==> config.mk <==
export PLATFORM = sky130hd
export DESIGN_NAME = intc_dualbank
export DESIGN_NICKNAME = d
export VERILOG_FILES = /design/src/rtl/intc_pkg.sv /design/src/rtl/intc_sync.sv /design/src/rtl/intc_bank.sv /design/src/rtl/intc_regif.sv /design/src/rtl/intc_dualbank.sv
export SDC_FILE = /design/constraint.sdc
export NUM_CORES = 1
export LEC_CHECK = 0
export BUFFER_PORTS_ARGS = -buffer_cell sky130_fd_sc_hd__buf_2
export CORE_ASPECT_RATIO = 1.1
export CORE_MARGIN = 3
export CORE_UTILIZATION = 59
export CTS_CLUSTER_SIZE = 30
export DETAILED_ROUTE_END_ITERATION = 12
export PLACE_DENSITY = 0.9
export SETUP_SLACK_MARGIN = 0.3
export SYNTH_ARGS = -nofsm -noshare
export SYNTH_HDL_FRONTEND = slang
export SYNTH_SLANG_ARGS = --single-unit
==> constraint.sdc <==
create_clock -name clk -period 3.75 [get_ports clk]
set_input_delay 0 -clock clk [delete_from_list [all_inputs] [get_ports clk]]
set_output_delay 0 -clock clk [all_outputs]
set_load 0.02 [all_outputs]
==> src/rtl/intc_pkg.sv <==
package intc_pkg;

    typedef enum logic [2:0] {
        REG_SRC  = 3'd0,
        REG_EN   = 3'd1,
        REG_ACK  = 3'd2,
        REG_MODE = 3'd3,
        REG_POL  = 3'd4,
        REG_STAT = 3'd5
    } reg_sel_e;

    typedef struct packed {
        logic en;
        logic ack;
        logic mode;
        logic pol;
    } bank_we_t;

    localparam int BANK_STRIDE_BIT = 5;

endpackage

==> src/rtl/intc_sync.sv <==
module intc_sync #(
    parameter int W      = 32,
    parameter int STAGES = 2
) (
    input  logic         clk,
    input  logic         rst_n,
    input  logic [W-1:0] raw_i,
    output logic [W-1:0] cur_o,
    output logic [W-1:0] prev_o
);
    logic [W-1:0] stg_q [STAGES];
    logic [W-1:0] prev_q;

    for (genvar s = 0; s < STAGES; s++) begin : g_stage
        if (s == 0) begin : g_first
            always_ff @(posedge clk or negedge rst_n) begin
                if (!rst_n) stg_q[s] <= '0;
                else        stg_q[s] <= raw_i;
            end
        end else begin : g_next
            always_ff @(posedge clk or negedge rst_n) begin
                if (!rst_n) stg_q[s] <= '0;
                else        stg_q[s] <= stg_q[s-1];
            end
        end
    end

    // one extra stage shared by both banks for edge comparison
    always_ff @(posedge clk or negedge rst_n) begin
        if (!rst_n) prev_q <= '0;
        else        prev_q <= stg_q[STAGES-1];
    end

    assign cur_o  = stg_q[STAGES-1];
    assign prev_o = prev_q;
endmodule

==> src/rtl/intc_bank.sv <==
module intc_bank
    import intc_pkg::*;
#(
    parameter int W = 32
) (
    input  logic         clk,
    input  logic         rst_n,
    input  logic [W-1:0] cur_i,
    input  logic [W-1:0] prev_i,
    input  bank_we_t     we_i,
    input  logic [W-1:0] wdata_i,
    output logic [W-1:0] src_o,
    output logic [W-1:0] en_o,
    output logic [W-1:0] mode_o,
    output logic [W-1:0] pol_o,
    output logic [W-1:0] stat_o,
    output logic         req_o
);
    logic [W-1:0] en_q, mode_q, pol_q, pend_q;
    logic [W-1:0] act_now, act_old, edge_w, ack_w, src_w, stat_w;
    logic         req_q;

    always_comb begin
        act_now = cur_i ^ pol_q;
        act_old = prev_i ^ pol_q;
        edge_w  = act_now & ~act_old;
        ack_w   = we_i.ack ? wdata_i : '0;
        src_w   = (mode_q & pend_q) | (~mode_q & act_now);
        stat_w  = src_w & en_q;
    end

    always_ff @(posedge clk or negedge rst_n) begin
        if (!rst_n) begin
            en_q   <= '0;
            mode_q <= '0;
            pol_q  <= '0;
        end else begin
            if (we_i.en)   en_q   <= wdata_i;
            if (we_i.mode) mode_q <= wdata_i;
            if (we_i.pol)  pol_q  <= wdata_i;
        end
    end

    // edge set wins over acknowledge in the same cycle
    always_ff @(posedge clk or negedge rst_n) begin
        if (!rst_n) pend_q <= '0;
        else        pend_q <= mode_q & ((pend_q & ~ack_w) | edge_w);
    end

    always_ff @(posedge clk or negedge rst_n) begin
        if (!rst_n) req_q <= 1'b0;
        else        req_q <= |stat_w;
    end

    assign src_o  = src_w;
    assign en_o   = en_q;
    assign mode_o = mode_q;
    assign pol_o  = pol_q;
    assign stat_o = stat_w;
    assign req_o  = req_q;

    for (genvar i = 0; i < W; i++) begin : g_line
        assert_edge_sticky_R6: assert property (@(posedge clk) disable iff (!rst_n)
            (mode_q[i] && pend_q[i] && !ack_w[i]) |=> (pend_q[i] || !mode_q[i]));
        assert_edge_captured_R5: assert property (@(posedge clk) disable iff (!rst_n)
            (mode_q[i] && edge_w[i]) |=> (pend_q[i] || !mode_q[i]));
    end

    assert_req_follows_status_R8: assert property (@(posedge clk) disable iff (!rst_n)
        req_q |-> $past(stat_w != '0));
    assert_enable_hold_R1: assert property (@(posedge clk) disable iff (!rst_n)
        !we_i.en |=> $stable(en_q));
endmodule

==> src/rtl/intc_regif.sv <==
module intc_regif
    import intc_pkg::*;
#(
    parameter int W      = 32,
    parameter int ADDR_W = 8
) (
    input  logic              clk,
    input  logic              rst_n,
    input  logic              sel_i,
    input  logic              wr_i,
    input  logic [ADDR_W-1:0] addr_i,
    input  logic [W-1:0]      src0_i,
    input  logic [W-1:0]      en0_i,
    input  logic [W-1:0]      mode0_i,
    input  logic [W-1:0]      pol0_i,
    input  logic [W-1:0]      stat0_i,
    input  logic [W-1:0]      src1_i,
    input  logic [W-1:0]      en1_i,
    input  logic [W-1:0]      mode1_i,
    input  logic [W-1:0]      pol1_i,
    input  logic [W-1:0]      stat1_i,
    output bank_we_t          we0_o,
    output bank_we_t          we1_o,
    output logic [W-1:0]      rdata_o
);
    localparam int HI_W = ADDR_W - BANK_STRIDE_BIT - 1;

    logic     hit, bank1;
    reg_sel_e rsel;
    bank_we_t we_any;
    logic [W-1:0] rd_next, rdata_q;

    always_comb begin
        hit   = (addr_i[ADDR_W-1 -: HI_W] == '0) && (addr_i[1:0] == 2'b00)
              && (addr_i[4:2] <= 3'd5);
        bank1 = addr_i[BANK_STRIDE_BIT];
        rsel  = reg_sel_e'(addr_i[4:2]);

        we_any      = '0;
        if (sel_i && wr_i && hit) begin
            unique case (rsel)
                REG_EN:   we_any.en   = 1'b1;
                REG_ACK:  we_any.ack  = 1'b1;
                REG_MODE: we_any.mode = 1'b1;
                REG_POL:  we_any.pol  = 1'b1;
                default:  we_any      = '0;
            endcase
        end
        we0_o = bank1 ? '0 : we_any;
        we1_o = bank1 ? we_any : '0;

        rd_next = '0;
        if (hit) begin
            unique case (rsel)
                REG_SRC:  rd_next = bank1 ? src1_i  : src0_i;
                REG_EN:   rd_next = bank1 ? en1_i   : en0_i;
                REG_MODE: rd_next = bank1 ? mode1_i : mode0_i;
                REG_POL:  rd_next = bank1 ? pol1_i  : pol0_i;
                REG_STAT: rd_next = bank1 ? stat1_i : stat0_i;
                default:  rd_next = '0;
            endcase
        end
    end

    always_ff @(posedge clk or negedge rst_n) begin
        if (!rst_n)              rdata_q <= '0;
        else if (sel_i && !wr_i) rdata_q <= rd_next;
    end

    assign rdata_o = rdata_q;

    assert_ack_reads_zero_R7: assert property (@(posedge clk) disable iff (!rst_n)
        (sel_i && !wr_i && hit && rsel == REG_ACK) |=> (rdata_q == '0));
    assert_unmapped_reads_zero_R10: assert property (@(posedge clk) disable iff (!rst_n)
        (sel_i && !wr_i && !hit) |=> (rdata_q == '0));
    assert_single_bank_write_R9: assert property (@(posedge clk) disable iff (!rst_n)
        !((|we0_o) && (|we1_o)));
endmodule

==> src/rtl/intc_dualbank.sv <==
module intc_dualbank
    import intc_pkg::*;
#(
    parameter int NUM_LINES   = 32,
    parameter int ADDR_W      = 8,
    parameter int SYNC_STAGES = 2
) (
    input  logic                 clk,
    input  logic                 rst_n,
    input  logic [NUM_LINES-1:0] line_in,
    input  logic                 bus_sel,
    input  logic                 bus_wr,
    input  logic [ADDR_W-1:0]    bus_addr,
    input  logic [NUM_LINES-1:0] bus_wdata,
    output logic [NUM_LINES-1:0] bus_rdata,
    output logic                 norm_irq,
    output logic                 fast_irq
);
    logic [NUM_LINES-1:0] cur, prev;
    logic [NUM_LINES-1:0] src0, en0, mode0, pol0, stat0;
    logic [NUM_LINES-1:0] src1, en1, mode1, pol1, stat1;
    bank_we_t we0, we1;

    intc_sync #(.W(NUM_LINES), .STAGES(SYNC_STAGES)) u_sync (
        .clk(clk), .rst_n(rst_n), .raw_i(line_in), .cur_o(cur), .prev_o(prev)
    );

    intc_bank #(.W(NUM_LINES)) u_norm (
        .clk(clk), .rst_n(rst_n), .cur_i(cur), .prev_i(prev),
        .we_i(we0), .wdata_i(bus_wdata),
        .src_o(src0), .en_o(en0), .mode_o(mode0), .pol_o(pol0),
        .stat_o(stat0), .req_o(norm_irq)
    );

    intc_bank #(.W(NUM_LINES)) u_fast (
        .clk(clk), .rst_n(rst_n), .cur_i(cur), .prev_i(prev),
        .we_i(we1), .wdata_i(bus_wdata),
        .src_o(src1), .en_o(en1), .mode_o(mode1), .pol_o(pol1),
        .stat_o(stat1), .req_o(fast_irq)
    );

    intc_regif #(.W(NUM_LINES), .ADDR_W(ADDR_W)) u_regif (
        .clk(clk), .rst_n(rst_n),
        .sel_i(bus_sel), .wr_i(bus_wr), .addr_i(bus_addr),
        .src0_i(src0), .en0_i(en0), .mode0_i(mode0), .pol0_i(pol0), .stat0_i(stat0),
        .src1_i(src1), .en1_i(en1), .mode1_i(mode1), .pol1_i(pol1), .stat1_i(stat1),
        .we0_o(we0), .we1_o(we1), .rdata_o(bus_rdata)
    );

    assert_reset_quiet_R2: assert property (@(posedge clk)
        !rst_n |=> (!norm_irq && !fast_irq));
endmodule

* Word level (Yosys, flattened, before mapping) *
Index checks and enable logic that the tools add are counted.

word-level totals
  output and inout bits = 34
  logic and storage cells = 73
  bits of input ports = 76
  register bits after elaboration = 386

cells by class
  bitwise logic cells = 26
  mux-type cells = 16
  order comparisons = 1
  equal/unequal tests = 5
  reduce and logical (&&, ||, !) cells = 11

operators with widths
  cell                  number
  $and A32 B32 Y32      12
  $mux W32              8
  $not A32 Y32          6
  $pmux W32 S5          1
  $or A32 B32 Y32       4
  $xor A32 B32 Y32      4
  $reduce_or A32 Y1     2
  $mux W4               3
  $eq A3 B2 Y1 const B  2
  $eq A3 B3 Y1 const B  2
  $logic_and A1 B1 Y1   5
  $logic_not A2 Y1      2
  $mux W1               4
  $eq A3 B1 Y1 const B  1
  $le A3 B3 Y1 const B  1
  $logic_not A3 Y1      1
  $logic_not A1 Y1      1

* Longest topological paths before layout *
  depth in word-level cells = 11
  gate-level depth with buffers = 8
  depth with buffers taken out = 5

* By module *
From an unflattened synthesis, not the netlist that was laid out.

second synthesis, totals
  cell total of the unflattened synthesis = 1677
  area, all modules = 19263.5 um^2

modules (own cells, without submodules)
  module      area each (um^2)  cells each  instances
  intc_bank   6364.9            549         2
  intc_regif  3891.2            451         1
  intc_sync   2642.5            128         1

* Worst setup path before layout *
OpenSTA, ideal clock, no wires.

  path kind = input -> register
  from = input bus_addr[1]
  to = register u_fast.en_q[10] (netlist: u_fast.en_o[10])
  path buffers = 1
  setup slack = 2.248 ns
  required time = 3.625 ns
  stages = 6
  arrival = 1.378 ns
  path through = nor4_4 and4_1 nand2_2 nor3_4 buf_6 mux2_2

between the ends
  word-level cells in the longest chain between the ends = 6

ends and longest elaborated chain
  item                    line                 text
  start: declaration      intc_dualbank.sv:13  input logic [ADDR_W-1:0] bus_addr,
  $logic_not A2 Y1        intc_regif.sv:34     hit = (addr_i[ADDR_W-1 -: HI_W] == '0) && (addr_i[1:0] == 2'b00)
  $logic_and A1 B1 Y1     intc_regif.sv:34
  $logic_and A1 B1 Y1     intc_regif.sv:35     && (addr_i[4:2] <= 3'd5);
  $logic_and A1 B1 Y1     intc_regif.sv:40     if (sel_i && wr_i && hit) begin
  $mux W4                 intc_regif.sv:40
  $mux W4                 intc_regif.sv:50     we1_o = bank1 ? we_any : '0;
  end signal: assignment  intc_bank.sv:38      if (we_i.en) en_q <= wdata_i;
  end: declaration        intc_bank.sv:19      logic [W-1:0] en_q, mode_q, pol_q, pend_q;

No other way between the ends.
A chain may end at the register's enable or synchronous reset.

* Worst setup path after layout *
  from = register u_sync.stg_q (netlist bit u_sync.cur_o[3])
  to = register u_fast.req_q (netlist: u_fast.req_o)

between the ends
  word-level cells in the longest chain between the ends = 5

ends and longest elaborated chain
  item                              line             text
  start: declaration                intc_sync.sv:11  logic [W-1:0] stg_q [STAGES];
  start signal: indexed assignment  intc_sync.sv:23  else stg_q[s] <= stg_q[s-1];
  $xor A32 B32 Y32                  intc_bank.sv:24  act_now = cur_i ^ pol_q;
  $and A32 B32 Y32                  intc_bank.sv:28  src_w = (mode_q & pend_q) | (~mode_q & act_now);
  $or A32 B32 Y32                   intc_bank.sv:28
  $and A32 B32 Y32                  intc_bank.sv:29  stat_w = src_w & en_q;
  $reduce_or A32 Y1                 intc_bank.sv:52  else req_q <= |stat_w;
  end signal: assignment            intc_bank.sv:52
  end: declaration                  intc_bank.sv:21  logic req_q;

No other way between the ends.

==> qor.txt <==
HPWL after DPL -> 31960 um
CP max FO -> 5
status -> finished clean
vias in the first global route -> 15.17k
drt drc -> 0
CP Launch Type -> register
Yosys warning total -> 0
most common cell after layout, fill and taps aside -> dfrtp_1
Tcrit/Tclk final -> 67.04%
CTS Root Cell -> clkbuf_16
Clock Tree Buf Depth -> 3
Initial Util -> 60.57%
DP Worst Slack -> 1.245 ns
hold_buf cts -> 65
Worst-path clk slew -> 0.06 ns
Synth Area per Inst -> 11.10 sq um
cell row count -> 67
Worst Setup Slack, final -> 1.236 ns
biggest cell delay along the critical path -> 0.76 ns
routability cong. -> 0.9224
DRT Pass-1 Iters -> 5
Synth Flop Type -> dfrtp_1
first-pass GRT wire length -> 80630 um
CTS resizes -> 0
Core Area -> 0.03085 sq mm
crit path DAT -> 2.87 ns
Detailed Route Iter0 Violations -> 1535
worst path bufs/invs -> 1
Area after DPL -> 0.01970 sq mm
Netlist cell types -> 44
Critical Path End Type -> register
Max-Cap Viols -> 0
Port Buf Inserts -> 109
CTS tree -> built
Clock Sinks -> 386
NumNets Final -> 1930
Mapped Nets -> 1759
sequential share of the synthesized area -> 51.69%
vias -> 14.94k
TNS Setup -> 0 ns
Hold Vio Cnt, Final -> 0
Mapped Cells -> 1683
worst-path cell chain -> nor2b_1 -> o311ai_0 -> buf_4 -> o2111ai_1 -> nor4_1 -> nand2_1
Post-Route WL -> 51100 um
final hold slack -> 0.1038 ns
Tightest Pin Transition -> 1.097 ns
number of antenna violations at the first check in global routing -> 2
die extent in y -> 192.6 um
I/O Pins -> 110
Clock Latency Late Sink -> 0.54 ns
Global Route Usage Sum -> 30.19%
total CTS buffers -> 41
share of layout cells above drive strength 1 -> 21.21%
Max VDD drop -> 0.0003442 V
GRT overflow -> 0
fin area -> 0.02163 sq mm
post-synthesis async set-or-reset flop share -> 100.0%
maximum number of pins on one net before global-route repair -> 116
postcts setup bufs -> 0
HP Class -> in -> reg
Max Freq -> 0.3978 GHz
mapped cell area -> 0.01869 sq mm
antenna-violating nets left -> 0
pwr/cell area -> 412.5 mW/mm^2
RSZ-0062 raised after global routing -> no
most frequent cells in the layout -> dfrtp_1, mux2_2, o21ai_0, mux2i_1, nor2b_1
WP data required -> 4.11 ns
relative slew slack -> 26.87%
area grow syn2layout -> 15.75%
vias per inst -> 6.508
final slew viol count -> 0
fin crit period -> 2.514 ns
P_leak -> 9.747 nW
Die X -> 175.7 um
Die ar. -> 0.03384 sq mm
Slowest cell on crit path -> o311ai_0
Yosys reg bits -> 386
Clock Skew -> 0.01486 ns
EDFF count, synth -> 0
critical path type -> reg -> reg
final setup violation count -> 0
H-tree depth -> 2
DR WL/cell -> 22.25 um
CP delay by family, top -> compound AO/OA/AOI/OAI gates
==> cell usage after synthesis (5+ instances only) <==
cell,count,share of area [%]
a21oi_1,74,2.0
inv_1,50,1.0
nor3_1,65,1.7
o311ai_0,70,3.3
a2111oi_0,5,0.23
clkbuf_1,42,0.84
mux2i_1,122,6.5
nor4_1,6,0.20
xor2_1,8,0.37
mux2_2,185,11
buf_2,21,0.56
nor2_1,48,0.96
mux2_1,5,0.30
nand2b_1,59,2.0
o221ai_1,31,1.5
nand4_1,6,0.20
dfrtp_1,386,52
nand3_1,5,0.13
buf_4,10,0.40
a21boi_0,60,2.4
o21ai_0,131,3.5
nand2_1,110,2.2
o31ai_1,30,1.2
o2111ai_1,9,0.42
nor2b_1,115,3.9
==> report_power, final <==
part,internal (W),total [W],switching [W]
logic,0.000265,0.000667,0.000402
clock network,0.00222,0.00387,0.00165
registers,0.00427,0.00438,0.000112
total,0.00676,0.00892,0.00217
==> through the flow <==
stage	util, %	std cells	power, W
floorplan	-	1683	0.004749
global placement	63.84	2160	0.005020
detailed placement	63.84	2160	0.005050
CTS	70.10	2295	0.008940
global route	70.11	2296	0.009204
finish	70.11	2296	0.008922
==> state kept, by name (all words and copies together) (netlist names), 32 cells and up <==
signal / count
u_fast.en_o: 32
u_fast.mode_o: 32
u_fast.pend_q: 32
u_fast.pol_o: 32
u_norm.en_o: 32
u_norm.mode_o: 32
u_norm.pend_q: 32
u_norm.pol_o: 32
u_regif.rdata_o: 32
u_sync.cur_o: 32
u_sync.prev_o: 32
u_sync.stg_q: 32
==> metal layers <==
layer | global-route usage (%) | vias up | part of all wire (%)
met1 | 38.71 | 7355 | 38
met5 | 0 | - | 0.033
li1 | - | 6506 | -
met3 | 6.592 | 231 | 9.7
met2 | 49.34 | 848 | 47
met4 | 14.10 | 2 | 5.1
==> cell type report <==
| class | instances | area, sq um |
|---|---|---|
| Multi-Input combinational cell | 1169 | 8482 |
| Clock buffer | 56 | 1185 |
| Sequential cell | 386 | 9659 |
| Inverter | 50 | 187.7 |
| Tap cell | 414 | 518.0 |
| Timing Repair Buffer | 206 | 1499 |
| Clock inverter | 14 | 95.09 |
| Fill cell | 2143 | 9221 |
| Antenna cell | 1 | 2.502 |
==> worst reg2reg max path, cell delays in order (launching register included) <==
cell,delay [ns]
dfrtp_1,0.41
nor2b_1,0.16
o311ai_0,0.76
buf_4,0.27
o2111ai_1,0.16
nor4_1,0.37
nand2_1,0.21
==> worst paths after layout <==
path / slack, ns / depth (start not counted) / start / end
setup reg to reg: 1.24 / 6 / u_sync.cur_o[3]$_DFF_PN0_ / u_fast.req_o$_DFF_PN0_
min in group asynchronous: 0.15 / 2 / rst_n / u_sync.stg_q[33]$_DFF_PN0_
hold / removal: 0.10 / 2 / line_in[30] / u_sync.stg_q[62]$_DFF_PN0_
hold reg to reg: 0.35 / 0 / u_sync.stg_q[37]$_DFF_PN0_ / u_sync.cur_o[5]$_DFF_PN0_
setup / recovery: 1.24 / 6 / u_sync.cur_o[3]$_DFF_PN0_ / u_fast.req_o$_DFF_PN0_
max in group asynchronous: 2.62 / 3 / rst_n / u_fast.req_o$_DFF_PN0_
==> kinds of logic after synthesis <==
logic type      count (synthesis)  share of synthesized area, %
flops                         386                         51.69
simple gates                  428                         12.02
mux                           312                         17.99
buf+inv                       128                         3.040
compound gates                421                         14.89
xor+xnor                        8                        0.3750
(Power assumes the default switching activity.)
